`src/rtl/wbs_pkg.sv`:
```
// Shared definitions for the write burst target.
// Assumes: full-width beats only, one burst in flight.
package wbs_pkg;

    // Burst sequencer state
    typedef enum logic [1:0] {
        ST_IDLE = 2'd0,   // waiting for a burst address
        ST_FILL = 2'd1,   // draining buffered beats into the array
        ST_RESP = 2'd2    // offering the write response
    } wbs_state_e;

    // Response status: only OKAY is ever returned
    localparam logic [1:0] RESP_OKAY = 2'b00;

endpackage

```
`src/rtl/wbs_beat_buf.sv`:
```
// Beat buffer: a first-in first-out store of {last, strobe, data} beats.
// Assumes: push is only raised when full is low, pop only when empty is low.
module wbs_beat_buf #(
    parameter int WIDTH = 37,
    parameter int DEPTH = 16
) (
    input  logic             clk,
    input  logic             rst_n,
    input  logic             push,
    input  logic [WIDTH-1:0] push_data,
    input  logic             pop,
    output logic [WIDTH-1:0] head,
    output logic             full,
    output logic             empty
);
    localparam int PTR_W = (DEPTH > 1) ? $clog2(DEPTH) : 1;
    localparam int CNT_W = $clog2(DEPTH + 1);

    logic [WIDTH-1:0] slots [DEPTH];
    logic [PTR_W-1:0] wr_ptr;
    logic [PTR_W-1:0] rd_ptr;
    logic [CNT_W-1:0] fill;

    // Store the incoming beat in the slot at the write pointer
    always_ff @(posedge clk) begin
        if (push) begin
            slots[wr_ptr] <= push_data;
        end
    end

    // Advance the pointers and track the occupancy
    always_ff @(posedge clk) begin
        if (!rst_n) begin
            wr_ptr <= '0;
            rd_ptr <= '0;
            fill   <= '0;
        end else begin
            if (push) begin
                wr_ptr <= (wr_ptr == PTR_W'(DEPTH - 1)) ? '0 : wr_ptr + 1'b1;
            end
            if (pop) begin
                rd_ptr <= (rd_ptr == PTR_W'(DEPTH - 1)) ? '0 : rd_ptr + 1'b1;
            end
            case ({push, pop})
                2'b10:   fill <= fill + 1'b1;
                2'b01:   fill <= fill - 1'b1;
                default: fill <= fill;
            endcase
        end
    end

    assign head  = slots[rd_ptr];
    assign full  = (fill == CNT_W'(DEPTH));
    assign empty = (fill == '0);

endmodule

```
`src/rtl/wbs_regfile.sv`:
```
// Word array with per-byte-lane write enables and a combinational read port.
// Assumes: DATA_W is a multiple of 8; all words clear on reset.
module wbs_regfile #(
    parameter int DATA_W = 32,
    parameter int IDX_W  = 4
) (
    input  logic                clk,
    input  logic                rst_n,
    input  logic                wr_en,
    input  logic [IDX_W-1:0]    wr_idx,
    input  logic [DATA_W-1:0]   wr_data,
    input  logic [DATA_W/8-1:0] wr_strb,
    input  logic [IDX_W-1:0]    rd_idx,
    output logic [DATA_W-1:0]   rd_word
);
    localparam int LANES = DATA_W / 8;
    localparam int WORDS = 1 << IDX_W;

    for (genvar ln = 0; ln < LANES; ln++) begin : g_lane
        logic [7:0] lane_mem [WORDS];

        // Clear the lane on reset, else update the addressed byte when enabled
        always_ff @(posedge clk) begin
            if (!rst_n) begin
                for (int w = 0; w < WORDS; w++) begin
                    lane_mem[w] <= '0;
                end
            end else if (wr_en && wr_strb[ln]) begin
                lane_mem[wr_idx] <= wr_data[8*ln +: 8];
            end
        end

        assign rd_word[8*ln +: 8] = lane_mem[rd_idx];
    end

endmodule

```
`src/rtl/wbs_burst_ctrl.sv`:
```
// Burst sequencer: holds one burst address, walks it across buffered beats,
// and offers the response once the final beat has been written.
// Assumes: beats arrive in burst order and each burst ends with a last beat.
module wbs_burst_ctrl
    import wbs_pkg::*;
#(
    parameter int ADDR_W = 6,
    parameter int DATA_W = 32
) (
    input  logic              clk,
    input  logic              rst_n,
    input  logic [ADDR_W-1:0] aw_addr,
    input  logic              aw_valid,
    output logic              aw_ready,
    input  logic              buf_empty,
    input  logic              head_last,
    output logic              buf_pop,
    output logic [ADDR_W-1:0] beat_addr,
    output logic              resp_valid,
    input  logic              resp_ready
);
    localparam int BYTES = DATA_W / 8;

    wbs_state_e        state;
    logic [ADDR_W-1:0] addr_q;

    // Step through idle, fill and response phases; advance the beat address
    always_ff @(posedge clk) begin
        if (!rst_n) begin
            state  <= ST_IDLE;
            addr_q <= '0;
        end else begin
            case (state)
                ST_IDLE: begin
                    if (aw_valid) begin
                        addr_q <= aw_addr;
                        state  <= ST_FILL;
                    end
                end
                ST_FILL: begin
                    if (!buf_empty) begin
                        addr_q <= addr_q + ADDR_W'(BYTES);
                        if (head_last) begin
                            state <= ST_RESP;
                        end
                    end
                end
                ST_RESP: begin
                    if (resp_ready) begin
                        state <= ST_IDLE;
                    end
                end
                default: state <= ST_IDLE;
            endcase
        end
    end

    assign aw_ready   = (state == ST_IDLE);
    assign buf_pop    = (state == ST_FILL) && !buf_empty;
    assign beat_addr  = addr_q;
    assign resp_valid = (state == ST_RESP);

endmodule

```
`src/rtl/wr_burst_target.sv`:
```
// Write burst target: AXI4-style write address, data and response channels
// in front of a small word array. Beats are buffered so data may lead the
// address; the response is gated on the last beat being written.
// Assumes: single ID, in-order bursts, full-width beats, incrementing bursts.
module wr_burst_target #(
    parameter int DATA_W    = 32,
    parameter int ADDR_W    = 6,
    parameter int MAX_BEATS = 16
) (
    input  logic                clk,
    input  logic                rst_n,
    input  logic [ADDR_W-1:0]   aw_addr,
    input  logic                aw_valid,
    output logic                aw_ready,
    input  logic [DATA_W-1:0]   w_data,
    input  logic [DATA_W/8-1:0] w_strb,
    input  logic                w_last,
    input  logic                w_valid,
    output logic                w_ready,
    output logic [1:0]          resp_code,
    output logic                resp_valid,
    input  logic                resp_ready,
    input  logic [ADDR_W-$clog2(DATA_W/8)-1:0] rd_idx,
    output logic [DATA_W-1:0]   rd_word
);
    localparam int LANES  = DATA_W / 8;
    localparam int OFF_W  = $clog2(LANES);
    localparam int IDX_W  = ADDR_W - OFF_W;
    localparam int BEAT_W = 1 + LANES + DATA_W;

    logic              buf_full;
    logic              buf_empty;
    logic              buf_pop;
    logic [BEAT_W-1:0] head;
    logic [ADDR_W-1:0] beat_addr;

    // Beat buffer: takes every data beat as long as it has room
    wbs_beat_buf #(
        .WIDTH (BEAT_W),
        .DEPTH (MAX_BEATS)
    ) u_buf (
        .clk       (clk),
        .rst_n     (rst_n),
        .push      (w_valid && !buf_full),
        .push_data ({w_last, w_strb, w_data}),
        .pop       (buf_pop),
        .head      (head),
        .full      (buf_full),
        .empty     (buf_empty)
    );

    // Sequencer: address hold, beat walking and response gating
    wbs_burst_ctrl #(
        .ADDR_W (ADDR_W),
        .DATA_W (DATA_W)
    ) u_ctrl (
        .clk        (clk),
        .rst_n      (rst_n),
        .aw_addr    (aw_addr),
        .aw_valid   (aw_valid),
        .aw_ready   (aw_ready),
        .buf_empty  (buf_empty),
        .head_last  (head[BEAT_W-1]),
        .buf_pop    (buf_pop),
        .beat_addr  (beat_addr),
        .resp_valid (resp_valid),
        .resp_ready (resp_ready)
    );

    // Word array written by the beat leaving the buffer
    wbs_regfile #(
        .DATA_W (DATA_W),
        .IDX_W  (IDX_W)
    ) u_mem (
        .clk     (clk),
        .rst_n   (rst_n),
        .wr_en   (buf_pop),
        .wr_idx  (beat_addr[ADDR_W-1:OFF_W]),
        .wr_data (head[DATA_W-1:0]),
        .wr_strb (head[DATA_W +: LANES]),
        .rd_idx  (rd_idx),
        .rd_word (rd_word)
    );

    assign w_ready   = !buf_full;
    assign resp_code = wbs_pkg::RESP_OKAY;

endmodule

```
`config.mk`:
```
export PLATFORM = sky130hd
export DESIGN_NAME = wr_burst_target
export DESIGN_NICKNAME = d
export VERILOG_FILES = /design/src/rtl/wbs_pkg.sv /design/src/rtl/wbs_beat_buf.sv /design/src/rtl/wbs_regfile.sv /design/src/rtl/wbs_burst_ctrl.sv /design/src/rtl/wr_burst_target.sv
export SDC_FILE = /design/constraint.sdc
export NUM_CORES = 1
export LEC_CHECK = 0
export BUFFER_PORTS_ARGS = -buffer_cell sky130_fd_sc_hd__buf_2
export CAP_MARGIN = 10
export CORE_MARGIN = 4
export CORE_UTILIZATION = 44
export CTS_CLUSTER_DIAMETER = 150
export DETAILED_ROUTE_END_ITERATION = 10
export GPL_TIMING_DRIVEN = 0
export PLACE_DENSITY = 0.6
export SLEW_MARGIN = 5
export SYNTH_ARGS = -nofsm -noshare
export SYNTH_HDL_FRONTEND = slang
export SYNTH_SLANG_ARGS = --single-unit
```
`constraint.sdc`:
```
create_clock -name clk -period 5 [get_ports clk]
set_input_delay 1 -clock clk [delete_from_list [all_inputs] [get_ports clk]]
set_output_delay 1 -clock clk [all_outputs]
set_load 0.01 [all_outputs]
```
==> flow_metrics.tcl <==
set metrics [dict create \
    clock_tree.buffer_depth 3 \
    synth_area_um2 46470 \
    cp_max_fo 10 \
    critPathArrivalTime_ns 3.86 \
    dieHeight_um 333.0 \
    synth_top_area_share 0.7134 \
    cap_violations 0 \
    htreeDepth 3 \
    yosysSeqAreaShare 0.7233 \
    synth_edf_count 1104 \
    yosys_warnings 0 \
    vias 24250 \
    wl_um 117300 \
    cts_sinks 1127 \
    grt-ovfl-total 0 \
    netlist_top_cells_count "1,104 x edfxtp_1, 540 x nor2_1, 307 x mux4_2" \
    cts_setup_buffers 0 \
    fin_worst_skew_ns 0.01876 \
    finalMaxSlewViolations 0 \
    synth_cell_type_count 50 \
    avgSynthCellArea_um2 18.63 \
    ys_top_cells_by_area "edfxtp_1 71%, mux4_2 15%, nor2_1 4.4%" \
    slew_headroom 0.1358 \
    design.core.area_um2 104200 \
    fin_setup_tns_ns 0 \
    setup_viol 0 \
    synthArstFlopShare 0 \
    wl_per_cell_um 27.70 \
    grt_max_degree 22 \
    utilization 0.5087 \
    die-area_um2 110900 \
    cts_root_buffer "clkbuf_16" \
    timing.fmax_ghz 0.2060 \
    p_leak_nw 17.64 \
    grt_pass1_wl_um 170400 \
    die_x_um 333.0 \
    required_ns 4.00 \
    ys_ff_latch 1127 \
    portBuffers 81 \
    start_kind "input port" \
    hpwlAfterDp_um 82730 \
    viasPerCell 5.724 \
    clkLatencyLatePin_ns 0.69 \
    synthFlopType "edfxtp_1" \
    synth_cells 2495 \
    worst_pin_slew_ns 1.296 \
    status "finished, final reports clean" \
    rows 118 \
    grt_setup_unrepaired "no" \
    hold_viol_final 0 \
    final_nets 2817 \
    ios 89 \
    cts_tree "built" \
    yosys.area.top_type "edfxtp_1" \
    ant_nets 0 \
    cts.clk_slew.worst_paths_ns 0.06 \
    yosysMostFrequentCell "edfxtp_1" \
    whs_path_depth 2 \
    drc 0 \
    start_util 0.4458 \
    place.gp.congestion 0.8676 \
    firstDrtPassIters 6 \
    drive_gt1_frac 0.2924 \
    grt_antenna_before_repair 13 \
    vdd_drop_max_uv 341.3 \
    hp-class "reg2reg" \
    r2r_cells 6 \
    track_usage 0.2104 \
    area_delta_synth_final_pct 14.09 \
    endpoint_kind "output port" \
    grt_pass1_vias 24960 \
    p_per_area_nw_per_um2 427.8 \
    cts_made_buffers 113 \
    drtIter0Drc 2329 \
    post-route-min-period_ns 4.855 \
    path_class "in2out" \
    period_share 0.9710 \
]
==> power breakdown <==
group	internal, mW	switching, mW
Clock	4.80	3.50
Combinational	1.42	2.18
Sequential	10.7	0.103
==> flip-flops by register name, indices dropped and copies added, names as in the netlist, named ones only <==
| name | cells |
|---|---|
| u_buf.fill | 5 |
| u_buf.rd_ptr | 4 |
| u_buf.slots | 592 |
| u_buf.wr_ptr | 4 |
| u_ctrl.beat_addr | 4 |
| u_ctrl.state | 2 |
| u_mem.g_lane.lane_mem | 512 |
==> path summary, 6_finish.rpt <==
check | startpoint | to | slack (ns)
max | rd_idx[0] | rd_word[17] | 0.14
min reg2reg | u_ctrl.beat_addr[4]$_SDFFE_PN0P_ | u_ctrl.beat_addr[4]$_SDFFE_PN0P_ | 0.52
min | u_ctrl.beat_addr[4]$_SDFFE_PN0P_ | u_ctrl.beat_addr[4]$_SDFFE_PN0P_ | 0.52
max reg2reg | flop | u_mem.g_lane[0].lane_mem[12][0]$_SDFFCE_PN0P_ | 0.86
==> metal layers <==
metal  wire, um  GRT usage  share of wire  up-vias
met3       7967    0.03884          0.068      207
met4       3199    0.05527          0.027       10
met5         68          0        0.00058        -
met2      59650     0.3627           0.51      935
met1      46460     0.2773           0.40    12730
li1           -          -              -    10370
==> placed cells by master, fill, tap and decap left out, drive strengths merged, types with 8 or more instances in the layout <==
| cell | n |
|---|---|
| nand2 | 24 |
| clkbuf | 220 |
| mux2i | 10 |
| nor2b | 12 |
| o21ai | 74 |
| mux4 | 307 |
| buf | 256 |
| mux2 | 65 |
| nand4 | 8 |
| a21oi | 12 |
| nor2 | 551 |
| bufinv | 10 |
| clkinv | 49 |
| inv | 12 |
| edfxtp | 1104 |
| dfxtp | 23 |
| a22oi | 33 |
| ha | 12 |
==> critical path, cell delays in order <==
cell and delay (ns):
clkbuf_1 0.60, buf_1 0.91, mux4_2 0.65, mux4_2 0.51
buf_2 0.16
==> stage by stage <==
step	worst slack (ns)	hold WS (ns)	instance area, um2	total power, mW	instances
final	0.1448	0.5191	53020	22.68	4236
after global routing	0.003260	0.5662	53000	23.45	4229
after CTS	0.09621	0.5221	52940	22.82	4217
after detailed placement	0.07215	0.5137	49300	14.58	4006
after global placement	-3.306	0.5163	48610	14.48	3957
after floorplan	0.2989	0.4755	46480	13.38	2496
==> cell families after synthesis <==
| kind of cell | Yosys count | share of synthesized area |
|---|---|---|
| AO/OA/AOI/OAI | 144 | 0.02905 |
| XOR/XNOR | 7 | 0.001319 |
| adder cells (fa/ha/maj) | 12 | 0.003231 |
| buffers and inverters | 196 | 0.02210 |
| flip-flops | 1127 | 0.7233 |
| multiplexers | 382 | 0.1667 |
| other | 1 | 0.00008069 |
| AND/OR/NAND/NOR | 626 | 0.05425 |
==> area by class of cell <==
| class | instances | area [um2] |
|---|---|---|
| fill | 8519 | 51210 |
| sequential | 1127 | 33610 |
| multi-input combinational | 1173 | 11950 |
| clock buffer | 148 | 3052 |
| tap | 1380 | 1727 |
| timing repair buffer | 142 | 1046 |
| buffer | 187 | 999.7 |
| clock inverter | 63 | 586.8 |
| inverter | 9 | 33.78 |
| antenna | 7 | 17.52 |
==> what timing repair did <==
| item | CTS | global route |
|---|---|---|
| endpoints found under the setup margin | 0 | 2 |
| hold buffers | 0 | 0 |
| resized for setup | 0 | 2 |
Note: power is estimated with default switching activity, not from simulation.
